==> src/rtl/eint_pkg.sv <==
// Shared definitions for the external interrupt controller.
// Assumes the register map: selector words first, then five line-vector words.
package eint_pkg;

    // Kind of register addressed on the bus
    typedef enum logic [2:0] {
        K_SEL,
        K_IMASK,
        K_EMASK,
        K_RISE,
        K_FALL,
        K_PEND,
        K_NONE
    } reg_kind_e;

    // Map a word address to the register kind it selects
    function automatic reg_kind_e decode_kind(input int unsigned addr, input int unsigned n_sel);
        if (addr < n_sel) return K_SEL;
        case (addr - n_sel)
            0:       return K_IMASK;
            1:       return K_EMASK;
            2:       return K_RISE;
            3:       return K_FALL;
            4:       return K_PEND;
            default: return K_NONE;
        endcase
    endfunction

endpackage

==> src/rtl/eint_regs.sv <==
// Register file of the interrupt controller: selector fields, the four
// per-line configuration vectors and the write-one-to-clear pending vector.
// Assumes N_LINES and LINES_PER_SEL*SEL_W both fit in DATA_W.
module eint_regs
    import eint_pkg::*;
#(
    parameter int N_LINES       = 16,
    parameter int SEL_W         = 4,
    parameter int LINES_PER_SEL = 4,
    parameter int DATA_W        = 32,
    parameter int ADDR_W        = 4
) (
    input  logic                     clk,
    input  logic                     rst_n,
    input  logic                     bus_wr,
    input  logic [ADDR_W-1:0]        bus_addr,
    input  logic [DATA_W-1:0]        bus_wdata,
    output logic [DATA_W-1:0]        bus_rdata,
    input  logic [N_LINES-1:0]       pend_set,
    output logic [N_LINES*SEL_W-1:0] sel_field,
    output logic [N_LINES-1:0]       sel_load,
    output logic [N_LINES*SEL_W-1:0] sel_next,
    output logic [N_LINES-1:0]       imask_o,
    output logic [N_LINES-1:0]       emask_o,
    output logic [N_LINES-1:0]       rise_o,
    output logic [N_LINES-1:0]       fall_o,
    output logic [N_LINES-1:0]       pend_o
);
    localparam int N_SEL_REGS = N_LINES / LINES_PER_SEL;
    localparam int SEL_BITS   = LINES_PER_SEL * SEL_W;
    localparam int USED_W     = (SEL_BITS > N_LINES) ? SEL_BITS : N_LINES;

    reg_kind_e          kind;
    logic [N_LINES-1:0] imask_q, emask_q, rise_q, fall_q, pend_q, clr_mask;

    // Decode which register the bus address selects
    always_comb kind = decode_kind(32'(bus_addr), N_SEL_REGS);

    // Bits of the write data beyond the used width are dropped
    generate
        if (DATA_W > USED_W) begin : g_hi
            logic unused_wdata_hi;
            assign unused_wdata_hi = ^bus_wdata[DATA_W-1:USED_W];
        end
    endgenerate

    // One selector field per line, placed in word n/LINES_PER_SEL
    generate
        for (genvar n = 0; n < N_LINES; n++) begin : g_sel
            localparam logic [ADDR_W-1:0] HOME = ADDR_W'(n / LINES_PER_SEL);
            localparam int                OFS  = (n % LINES_PER_SEL) * SEL_W;
            logic [SEL_W-1:0] field_q;

            assign sel_load[n]                  = bus_wr && (kind == K_SEL) && (bus_addr == HOME);
            assign sel_next[n*SEL_W +: SEL_W]   = bus_wdata[OFS +: SEL_W];
            assign sel_field[n*SEL_W +: SEL_W]  = field_q;

            // Hold the selector field, loading it on a write to its word
            always_ff @(posedge clk) begin
                if (!rst_n)          field_q <= '0;
                else if (sel_load[n]) field_q <= bus_wdata[OFS +: SEL_W];
            end
        end
    endgenerate

    // Hold the mask and trigger-enable vectors
    always_ff @(posedge clk) begin
        if (!rst_n) begin
            imask_q <= '0;
            emask_q <= '0;
            rise_q  <= '0;
            fall_q  <= '0;
        end else if (bus_wr) begin
            case (kind)
                K_IMASK: imask_q <= bus_wdata[N_LINES-1:0];
                K_EMASK: emask_q <= bus_wdata[N_LINES-1:0];
                K_RISE:  rise_q  <= bus_wdata[N_LINES-1:0];
                K_FALL:  fall_q  <= bus_wdata[N_LINES-1:0];
                default: ;
            endcase
        end
    end

    // Bits software asks to clear this cycle
    always_comb clr_mask = (bus_wr && (kind == K_PEND)) ? bus_wdata[N_LINES-1:0] : '0;

    // Pending vector: new requests win over a same-cycle clear
    always_ff @(posedge clk) begin
        if (!rst_n) pend_q <= '0;
        else        pend_q <= (pend_q & ~clr_mask) | pend_set;
    end

    // Combinational read multiplexer
    always_comb begin
        bus_rdata = '0;
        case (kind)
            K_SEL: begin
                for (int i = 0; i < N_LINES; i++) begin
                    if (int'(bus_addr) == i / LINES_PER_SEL)
                        bus_rdata[(i % LINES_PER_SEL)*SEL_W +: SEL_W] = sel_field[i*SEL_W +: SEL_W];
                end
            end
            K_IMASK: bus_rdata[N_LINES-1:0] = imask_q;
            K_EMASK: bus_rdata[N_LINES-1:0] = emask_q;
            K_RISE:  bus_rdata[N_LINES-1:0] = rise_q;
            K_FALL:  bus_rdata[N_LINES-1:0] = fall_q;
            K_PEND:  bus_rdata[N_LINES-1:0] = pend_q;
            default: ;
        endcase
    end

    assign imask_o = imask_q;
    assign emask_o = emask_q;
    assign rise_o  = rise_q;
    assign fall_o  = fall_q;
    assign pend_o  = pend_q;

endmodule

==> src/rtl/eint_line.sv <==
// One interrupt line: picks its source pin among the ports and compares it
// with the value seen one clock earlier to find enabled edges.
// Assumes pins are synchronous to clk; selector values >= N_PORTS give 0.
module eint_line #(
    parameter int N_PORTS = 7,
    parameter int SEL_W   = 4
) (
    input  logic               clk,
    input  logic               rst_n,
    input  logic [N_PORTS-1:0] pins,
    input  logic [SEL_W-1:0]   sel,
    input  logic               sel_load,
    input  logic [SEL_W-1:0]   sel_next,
    input  logic               rise_en,
    input  logic               fall_en,
    output logic               hit
);
    logic cur_lvl, next_lvl, prev_q;

    // Level of the currently selected source
    always_comb begin
        cur_lvl = 1'b0;
        for (int p = 0; p < N_PORTS; p++)
            if (sel == SEL_W'(p)) cur_lvl = pins[p];
    end

    // Level of the source about to be selected by a bus write
    always_comb begin
        next_lvl = 1'b0;
        for (int p = 0; p < N_PORTS; p++)
            if (sel_next == SEL_W'(p)) next_lvl = pins[p];
    end

    // Edge reference: follows the source, or reloads from the new one
    always_ff @(posedge clk) begin
        if (!rst_n)        prev_q <= 1'b0;
        else if (sel_load) prev_q <= next_lvl;
        else               prev_q <= cur_lvl;
    end

    // Report an enabled edge
    always_comb hit = (rise_en & cur_lvl & ~prev_q) | (fall_en & ~cur_lvl & prev_q);

endmodule

==> src/rtl/eint_ctrl.sv <==
// Top of the external interrupt controller: register file, one edge
// detector per line, interrupt level outputs and event pulses.
// Assumes port_in is already synchronized; port p pin n is bit p*N_LINES+n.
module eint_ctrl
    import eint_pkg::*;
#(
    parameter int N_LINES       = 16,
    parameter int N_PORTS       = 7,
    parameter int SEL_W         = 4,
    parameter int LINES_PER_SEL = 4,
    parameter int DATA_W        = 32,
    parameter int ADDR_W        = 4
) (
    input  logic                       clk,
    input  logic                       rst_n,
    input  logic                       bus_wr,
    input  logic [ADDR_W-1:0]          bus_addr,
    input  logic [DATA_W-1:0]          bus_wdata,
    output logic [DATA_W-1:0]          bus_rdata,
    input  logic [N_PORTS*N_LINES-1:0] port_in,
    output logic [N_LINES-1:0]         irq_o,
    output logic [N_LINES-1:0]         evt_o
);
    localparam int N_SEL_REGS = N_LINES / LINES_PER_SEL;

    logic [N_LINES*SEL_W-1:0] sel_field, sel_next;
    logic [N_LINES-1:0]       sel_load, imask, emask, rise_en, fall_en, pend;
    logic [N_LINES-1:0]       hit, evt_q;

    eint_regs #(
        .N_LINES(N_LINES), .SEL_W(SEL_W), .LINES_PER_SEL(LINES_PER_SEL),
        .DATA_W(DATA_W), .ADDR_W(ADDR_W)
    ) u_regs (
        .clk(clk), .rst_n(rst_n),
        .bus_wr(bus_wr), .bus_addr(bus_addr), .bus_wdata(bus_wdata), .bus_rdata(bus_rdata),
        .pend_set(hit & imask),
        .sel_field(sel_field), .sel_load(sel_load), .sel_next(sel_next),
        .imask_o(imask), .emask_o(emask), .rise_o(rise_en), .fall_o(fall_en), .pend_o(pend)
    );

    // One edge detector per line, fed with pin n of every port
    generate
        for (genvar n = 0; n < N_LINES; n++) begin : g_line
            logic [N_PORTS-1:0] line_pins;
            for (genvar p = 0; p < N_PORTS; p++) begin : g_pin
                assign line_pins[p] = port_in[p*N_LINES + n];
            end
            eint_line #(.N_PORTS(N_PORTS), .SEL_W(SEL_W)) u_line (
                .clk(clk), .rst_n(rst_n),
                .pins(line_pins),
                .sel(sel_field[n*SEL_W +: SEL_W]),
                .sel_load(sel_load[n]),
                .sel_next(sel_next[n*SEL_W +: SEL_W]),
                .rise_en(rise_en[n]), .fall_en(fall_en[n]),
                .hit(hit[n])
            );
        end
    endgenerate

    // Event pulses: one cycle per detected edge, gated by the event mask
    always_ff @(posedge clk) begin
        if (!rst_n) evt_q <= '0;
        else        evt_q <= hit & emask;
    end

    assign evt_o = evt_q;
    assign irq_o = pend & imask;

endmodule

==> config.mk <==
export PLATFORM = sky130hd
export DESIGN_NAME = eint_ctrl
export DESIGN_NICKNAME = d
export VERILOG_FILES = /design/src/rtl/eint_pkg.sv /design/src/rtl/eint_regs.sv /design/src/rtl/eint_line.sv /design/src/rtl/eint_ctrl.sv
export SDC_FILE = /design/constraint.sdc
export NUM_CORES = 1
export LEC_CHECK = 0
export ABC_AREA = 1
export BUFFER_PORTS_ARGS = -buffer_cell sky130_fd_sc_hd__buf_4
export CORE_ASPECT_RATIO = 1.25
export CORE_MARGIN = 1
export CORE_UTILIZATION = 40
export CTS_CLUSTER_DIAMETER = 40
export DETAILED_ROUTE_END_ITERATION = 16
export PLACE_DENSITY = 0.66
export SYNTH_ARGS = -nofsm -noshare
export SYNTH_HDL_FRONTEND = slang
export SYNTH_SLANG_ARGS = --single-unit
==> constraint.sdc <==
create_clock -name clk -period 3.3 [get_ports clk]
set_input_delay 0.33 -clock clk [delete_from_list [all_inputs] [get_ports clk]]
set_output_delay 0.33 -clock clk [all_outputs]
set_load 0.1 [all_outputs]
==> results.toml, run 1 <==
[drt]
drtPass1Iterations = 6
via_per_inst = 5.50
wire_per_inst_microns = 18.4
drc = 0
postRouteWirelength_mm = 37.9
ant_nets = 0
via_count = 11300
first_iter_violations = 1081

[global_route]
grt_usage = 0.303
grt_max_degree = 84
grt_pass1_wl_mm = 57.5
grt_pass1_vias = 10600
gr-total-overflow = 0
antenna_found_initial = 0

[cts]
cts_tree = "yes"
clockBufferDepth = 2
hold_buffers = 0
root_buffer = "clkbuf_16"
post_cts_buffers = 0
h-tree-depth = 4
cts.sink_count = 176
clk_latency_ns = 0.44
postCtsResizedCells = 0
cts.clk_slew.worst_paths_ns = 0.07
cts_inserted_buffers = 17

[final_layout]
nNetsFinal = 1875
fillCellCount = 2487
syn2layout_area_growth_pct = 22.5
drive_above_1_share = 0.165
multi_input_area_sq_um = 5050
diodes = 0
instances_no_fill = 2062
fin_area_sq_um = 12100
seq_area_sq_um = 3520

[timing]
fin_crit_sh = 0.805
period_needed_ns = 2.66
maxSlewHeadroom = 0.426
max_freq_mhz = 376
tns_ns = 0
maxSlewViolCount = 0
hold_violations = 0
setup_viol = 0
tightest_slew_ns = 0.858
finClkSkew_ns = 0.00802
rsz0062_at_grt = "no"

[status]
status = "completed"

[logic_synthesis]
synth_edf_count = 0
yosysWarnings = 0
syn_area_per_cell_sq_um = 6.33
yosysTopAreaCellShare = 0.356
postSynth.asyncResetShare = 0
syn-cell-area_sq_um = 9880
ys_top_cells_by_area = "dfxtp_1, nand3_1, nand2_1"
synthDistinctLibCells = 27
yosysSeqAreaShare = 0.356
synth-main-ff-cell = "dfxtp_1"
syn_inst = 1562
synth_top_area_cell = "dfxtp_1"
ys_ff_latch = 176

[power_and_ir_drop]
p_leak_nw = 5.43
switching_share = 0.295
p_comb_frac = 0.157
netSwitchingPower_mw = 1.48
p_per_area_nw_per_um2 = 416
power.share.clock = 0.405
p_total_mw = 5.04
internal_power_mw = 3.55
peakVddDrop_mv = 0.338
p_seq_frac = 0.438

[setup_path]
critical_path.top_delay_family = "simple AND/OR/NAND/NOR gates"
r2r-start = "u_regs.g_sel[7].field_q[1]"
crit_path_frequent_cell = "buf_4"
critical_path.startpoint = "bus_addr[3]"
crit_path_max_incr_delay_ns = 0.55
critical_path_buf_inv_count = 2
worstPathArrival_ns = 2.33
crit_chain = "buf_4 > nor2_2 > nand2_1 > o21ai_0 > o22ai_1 > nand4_1 > buf_4"
crit_path_end_kind = "output pin"
cp.required_ns = 2.97
crit_path_start_kind = "primary input"
critPathKind = "in -> out"
cpMaxStageDelayCell = "nand2_1"
cp_max_fo = 17

[floorplanning]
fp.dieArea_sq_um = 25300
io_pins = 215
core_area_sq_um = 24000
rows = 63
die_w_microns = 143
start_util = 0.412
fp.dieH_microns = 178

[min_path]
hp-class = "in -> reg"
hold_path_startpoint = "bus_wdata[3]"

[placement]
gp_congestion = 0.926
post_dp_cell_area_sq_um = 11500
detailed_place_hpwl_mm = 27.9
io_buffers = 182
dp_cells = 2030

[flow_run]
max_cap_violations = 0
-- path summary, 6_finish.rpt --
check	to	slack [ns]	depth (start not counted)
worst max-delay path	bus_rdata[13]	0.64	7
worst min-delay path	u_regs.emask_o[3]	0.21	3
worst max register to register	u_regs.pend_o[7]	1.84	8
worst min register to register	u_regs.emask_o[10]	0.48	2
-- per-layer routing --
metal / up-vias / GRT usage / wire, microns / part of all wire
met3: 120 / 0.0434 / 2620 / 0.069
li1: 5466 / - / - / -
met5: - / 0 / 0 / 0
met4: 0 / 0.201 / 2560 / 0.068
met1: 5209 / 0.348 / 14400 / 0.38
met2: 545 / 0.521 / 18300 / 0.48
-- cell usage after synthesis (27+ instances only) --
master	n
buf_2	27
clkbuf_1	29
o22ai_1	49
nand2_1	289
dfxtp_1	176
o21ai_1	60
nand3_1	221
a21oi_1	170
o21ai_0	96
nor2_1	69
nand4_1	46
inv_1	242
-- metrics by stage --
step / setup slack, ns / util / hold WS [ns]
2_1_floorplan: 0.948 / - / 0.435
3_3_place_gp: 0.732 / 0.481 / 0.458
3_5_place_dp: 0.683 / 0.481 / 0.464
4_1_cts: 0.661 / 0.505 / 0.208
5_1_grt: 0.596 / 0.505 / 0.212
6_report: 0.644 / 0.505 / 0.211
-- logic make-up (layout without fill, tap and decap cells) --
| logic type | Yosys count | count (layout) | synth area share |
|---|---|---|---|
| AND/OR/NAND/NOR | 668 | 668 | 0.305 |
| AO/OA/AOI/OAI | 379 | 379 | 0.199 |
| buffers and inverters | 338 | 498 | 0.139 |
| flip-flops | 176 | 176 | 0.356 |
| other | 1 | 16 | 0.000379 |
-- power groups by stage --
| stage | clock network (mW) | registers [mW] | logic [mW] |
|---|---|---|---|
| finish | 2.04 | 2.21 | 0.790 |
| global route | 2.14 | 2.21 | 0.849 |
| CTS | 2.04 | 2.21 | 0.778 |
| detailed placement | 0 | 2.25 | 0.775 |
| global placement | 0 | 2.25 | 0.771 |
| floorplan | 0 | 2.25 | 0.474 |
-- registers in the layout, indices dropped and copies added, names as in the netlist --
signal,flops
evt_o,16
u_regs.pend_o,16
u_regs.emask_o,16
u_regs.imask_o,16
u_regs.fall_o,16
u_regs.rise_o,16
u_regs.g_sel.field_q,64
g_line.u_line.prev_q,16
-- layout make-up --
class | count | area share
clock buffers | 20 | 0.0369
clock inverters | 12 | 0.0111
inverters | 262 | 0.0812
multi-input cells | 1063 | 0.417
flip-flops and latches | 176 | 0.291
well taps | 325 | 0.0336
repair buffers | 204 | 0.130
-- tightest hold or removal path: cells and delay by family --
| kind | cells | cell delay [ns] |
|---|---|---|
| buffers and inverters | 1 | 0.14 |
| AND/OR/NAND/NOR | 1 | 0.08 |
| AO/OA/AOI/OAI | 1 | 0.06 |
-- cell usage in the layout, fill, tap and decap left out, types with 3 or more instances in the layout --
master and n:
nor3_1 7, inv_2 18, o21ai_0 96, nor2_2 9
buf_4 201, nand2_1 289, a21oi_1 170, nand3_1 221
dfxtp_1 176, o22ai_1 49, nand4_1 46, buf_12 3
a211oi_1 3, nand2_2 5, inv_1 242, or2_2 16
nor2_4 4, conb_1 16, nor2_1 69, clkbuf_16 17
inv_6 3, clkinvlp_4 5, o21ai_1 60
No activity file was read; power rests on OpenSTA's default activity.
==> run 2, diff against run 1 <==
clock period = 2.6 ns   (was 3.3 ns; I/O delays follow)
==> run 2 against run 1 <==
  * Non-clock buffer count rose by 14
  * Clock skew rose by 0.0013 ns
  * Wire length fell by 0.68%
  * First-iteration DRC count up 10%
  * Via count increased by 0.57%
  * Register-to-register slack got worse by 0.68 ns
  * Utilization up 0.34 points
  * Count of clock-buffer cells in the layout down 3
  * Largest cell class unchanged
  * Largest power group unchanged
==> results.toml, run 2 (synthesized netlist as in run 1, its figures left out) <==
[cts]
clockBufferDepth = 2
cts_tree = "yes"
clk_latency_ns = 0.45
post_cts_buffers = 0
hold_buffers = 0
h-tree-depth = 4
root_buffer = "clkbuf_16"
cts.sink_count = 176
postCtsResizedCells = 0
cts_inserted_buffers = 17
cts.clk_slew.worst_paths_ns = 0.08

[timing]
setup_viol = 0
hold_violations = 0
maxSlewHeadroom = 0.436
period_needed_ns = 2.27
tightest_slew_ns = 0.843
rsz0062_at_grt = "no"
layout_setup_ws_ns = 0.327
tns_ns = 0
maxSlewViolCount = 0
fin_crit_sh = 0.874
finClkSkew_ns = 0.00935
max_freq_mhz = 440

[status]
status = "completed"

[floorplanning]
rows = 63
io_pins = 215
die_w_microns = 143
core_area_sq_um = 24000
fp.dieArea_sq_um = 25300
fp.dieH_microns = 178
start_util = 0.412

[final_layout]
layout_commonest_cell = "nand2_1"
syn2layout_area_growth_pct = 23.3
final_cell_mix = "nand2_1, inv_1, nand3_1"
diodes = 0
largest_reg_flops = 64
fin_util = 0.509
largest_register = "u_regs.g_sel.field_q"
nNetsFinal = 1889
drive_above_1_share = 0.172

[min_path]
min_to = "u_regs.imask_o[6]"
hold_path_startpoint = "bus_wdata[6]"
holdPathStages = 3
hp-class = "in -> reg"

[placement]
post-place-ws_ns = 0.400
io_buffers = 182
detailed_place_hpwl_mm = 28.3
gp_congestion = 0.972

[drt]
ant_nets = 0
wire_per_inst_microns = 18.1
first_iter_violations = 1189
drc = 0
via_count = 11400
postRouteWirelength_mm = 37.6
drtPass1Iterations = 5
via_per_inst = 5.50

[setup_path]
r2r-start = "u_regs.g_sel[1].field_q[1]"
cp.required_ns = 2.34
crit_path_start_kind = "primary input"
crit_path_end_kind = "output pin"
worstPathArrival_ns = 2.01
critPathKind = "in -> out"
reg2reg_setup_slack_ns = 1.16
r2r-end = "evt_o[1]"
reg2reg_depth = 8
cp_max_fo = 17

[global_route]
grt_pass1_vias = 10700
grt_pass1_wl_mm = 57.6
gr-total-overflow = 0
antenna_found_initial = 0
grt_usage = 0.300
grt_max_degree = 50

[power_and_ir_drop]
p_per_area_nw_per_um2 = 531
p_leak_nw = 5.52
peakVddDrop_mv = 0.445

[flow_run]
max_cap_violations = 0
[run 2: worst max-delay path, stage by stage]
cell and delay [ns]:
buf_4 0.12, nor2_2 0.22, nand2_2 0.40, o22ai_1 0.30
o22ai_1 0.13, nand4_1 0.22, buf_4 0.35
[run 2: report_power, final]
part / internal, mW / total [mW] / switching, mW
Sequential: 2.76 / 2.80 / 0.0431
Combinational: 0.309 / 1.01 / 0.703
Clock: 1.45 / 2.66 / 1.21
Total: 4.52 / 6.47 / 1.95
[run 2: through the flow]
stage	hold slack (ns)	cells	total power, mW	cell area (sq um)
after floorplan	0.425	1577	3.46	9940
after global placement	0.455	2044	3.85	11600
after detailed placement	0.461	2044	3.85	11600
after CTS	0.131	2075	6.47	12200
after global routing	0.137	2075	6.69	12200
final	0.132	2075	6.47	12200
[run 2: layer usage]
metal  track usage  up-vias  share of wire
li1              -     5500              -
met1         0.349     5216           0.38
met2         0.519      575           0.48
met3        0.0364      114          0.076
met4         0.198        0          0.063
met5             0        -              0
[run 2: final cells by class]
type | count | area [sq um]
timing repair buffer | 218 | 1640
multi-input combinational | 1063 | 5050
clock inverter | 14 | 170
inverter | 262 | 983
sequential | 176 | 3520
clock buffer | 17 | 425
tap | 325 | 407
fill | 2487 | 11800
[run 2: worst max-delay path by stage]
| stage | start | to |
|---|---|---|
| final | bus_addr[3] | bus_rdata[14] |
| after global routing | bus_addr[0] | bus_rdata[13] |
| after CTS | u_regs.g_sel[3].field_q[1] | bus_rdata[13] |
| after detailed placement | bus_addr[3] | bus_rdata[14] |
| after global placement | bus_addr[0] | bus_rdata[13] |
| after floorplan | bus_addr[0] | bus_rdata[12] |
==> run 3, diff against run 2 <==
CORE_MARGIN = 2   (was 1)
==> run 3 against run 2 <==
  * Sequential power about the same
  * Via count about the same
  * First-iteration DRC count fell by 6.6%
  * Total power shrank 3.6%
  * Critical endpoint is now bus_rdata[13]
  * Largest power group unchanged
==> results.toml, run 3 (synthesized netlist as in run 1, its figures left out) <==
[floorplanning]
die_w_microns = 145
fp.dieH_microns = 180
io_pins = 215
core_area_sq_um = 24400
fp.dieArea_sq_um = 26000
rows = 64
start_util = 0.405

[global_route]
antenna_found_initial = 0
grt_pass1_wl_mm = 57.5
grt_pass1_vias = 10500
gr-usage-met1 = 0.338
grt_busiest_layer = "met2"
grt_usage = 0.288
gr-total-overflow = 0
grt_use_met2 = 0.493
grt_max_degree = 117
grt_use_met3 = 0.0354

[timing]
finClkSkew_ns = 0.0105
setup_viol = 0
max_freq_mhz = 435
maxSlewHeadroom = 0.219
tns_ns = 0
rsz0062_at_grt = "no"
tightest_slew_ns = 1.17
hold_violations = 0
period_needed_ns = 2.30
whs_ns = 0.139
maxSlewViolCount = 0
fin_crit_sh = 0.884

[cts]
postCtsResizedCells = 0
root_buffer = "clkbuf_16"
clk_latency_ns = 0.44
clockBufferDepth = 2
hold_buffers = 0
cts.clk_slew.worst_paths_ns = 0.07
cts_tree = "yes"
cts.sink_count = 176
post_cts_buffers = 0
cts_inserted_buffers = 17
h-tree-depth = 4

[final_layout]
fin_area_sq_um = 12200
final_cell_mix = "nand2_1, inv_1, nand3_1"
syn2layout_area_growth_pct = 23.0
drive_above_1_share = 0.170
layout_commonest_cell = "nand2_1"
largest_reg_flops = 64
largest_register = "u_regs.g_sel.field_q"
nNetsFinal = 1884
fin_util = 0.498
diodes = 0

[drt]
first_iter_violations = 1110
drc = 0
ant_nets = 0
via_count = 11400
postRouteWirelength_mm = 37.9
wire_per_inst_microns = 18.3
via_per_inst = 5.49
drtPass1Iterations = 6

[setup_path]
reg2reg_setup_slack_ns = 1.11
critical_path_buf_inv_count = 2
worstPathArrival_ns = 2.04
r2r-end = "evt_o[15]"
crit_path_start_kind = "flip-flop"
cpMaxStageDelayCell = "o22ai_1"
r2r-start = "u_regs.g_sel[15].field_q[1]"
critical_path.top_delay_family = "compound AO/OA/AOI/OAI gates"
crit_path_max_incr_delay_ns = 0.45
cp.required_ns = 2.34
critPathKind = "reg -> out"
reg2reg_depth = 8
cp_max_fo = 5
crit_path_end_kind = "output pin"
crit_chain = "inv_1 > o21ai_0 > o22ai_1 > nand4_1 > buf_4"

[placement]
detailed_place_hpwl_mm = 28.1
io_buffers = 182
post_dp_cell_area_sq_um = 11600
gp_congestion = 0.915

[min_path]
hp-class = "in -> reg"
min_to = "u_regs.emask_o[6]"
holdPathStages = 3
hold_path_startpoint = "bus_wdata[6]"

[flow_run]
max_cap_violations = 0

[status]
status = "completed"

[power_and_ir_drop]
peakVddDrop_mv = 0.409
p_per_area_nw_per_um2 = 513
p_leak_nw = 5.47
[run 3: changes by cell type in the layout (fill, tap and decap cells not counted), sizes merged]
| cell | change |
|---|---|
| clkinvlp | +3 |
| bufinv | -2 |
| inv | -7 |
| buf | -5 |
| clkbuf | +3 |
| clkinv | +4 |
[run 3: layer usage]
metal  part of all wire  wire, microns  vias up
li1                   -              -     5486
met2               0.49          18500      573
met3              0.065           2480      100
met4              0.063           2410        0
met1               0.38          14500     5240
met5                  0              0        -
[run 3: where the power goes]
part	leakage (nW)	switching, mW	internal (mW)
clock network	0.263	1.15	1.28
registers	1.43	0.0434	2.76
logic	3.78	0.699	0.314
[run 3: worst reg2reg max path, cell delays in order, from the launching register on]
cell and delay, ns:
dfxtp_1 0.48, inv_1 0.14, nand2_1 0.08, nand3_1 0.06, nand3_1 0.14, nand3_1 0.11
nand2_1 0.10, nand3_1 0.18, nor2_1 0.14
[run 3: layout make-up]
cell class	instances	area (sq um)
Tap cell	330	413
Clock inverter	12	86.3
Fill cell	2542	12300
Clock buffer	20	457
Multi-Input combinational cell	1063	5050
Timing Repair Buffer	213	1650
Inverter	262	983
Sequential cell	176	3520
[run 3: how the worst max path moves through the flow]
stage,from,to,slack (ns),depth (start not counted)
after floorplan,bus_addr[0],bus_rdata[12],0.39,7
after global placement,bus_addr[0],bus_rdata[13],0.42,8
after detailed placement,bus_addr[0],bus_rdata[13],0.40,8
after CTS,u_regs.g_sel[11].field_q[1],bus_rdata[13],0.36,5
after global routing,u_regs.g_sel[3].field_q[1],bus_rdata[13],0.32,5
final,u_regs.g_sel[11].field_q[1],bus_rdata[13],0.30,5
[run 3: through the flow]
step / total power, mW / setup slack (ns) / cells
final: 6.24 / 0.302 / 2076
after global routing: 6.44 / 0.323 / 2076
after CTS: 6.22 / 0.357 / 2076
after detailed placement: 3.86 / 0.399 / 2044
after global placement: 3.85 / 0.423 / 2044
after floorplan: 3.46 / 0.388 / 1577
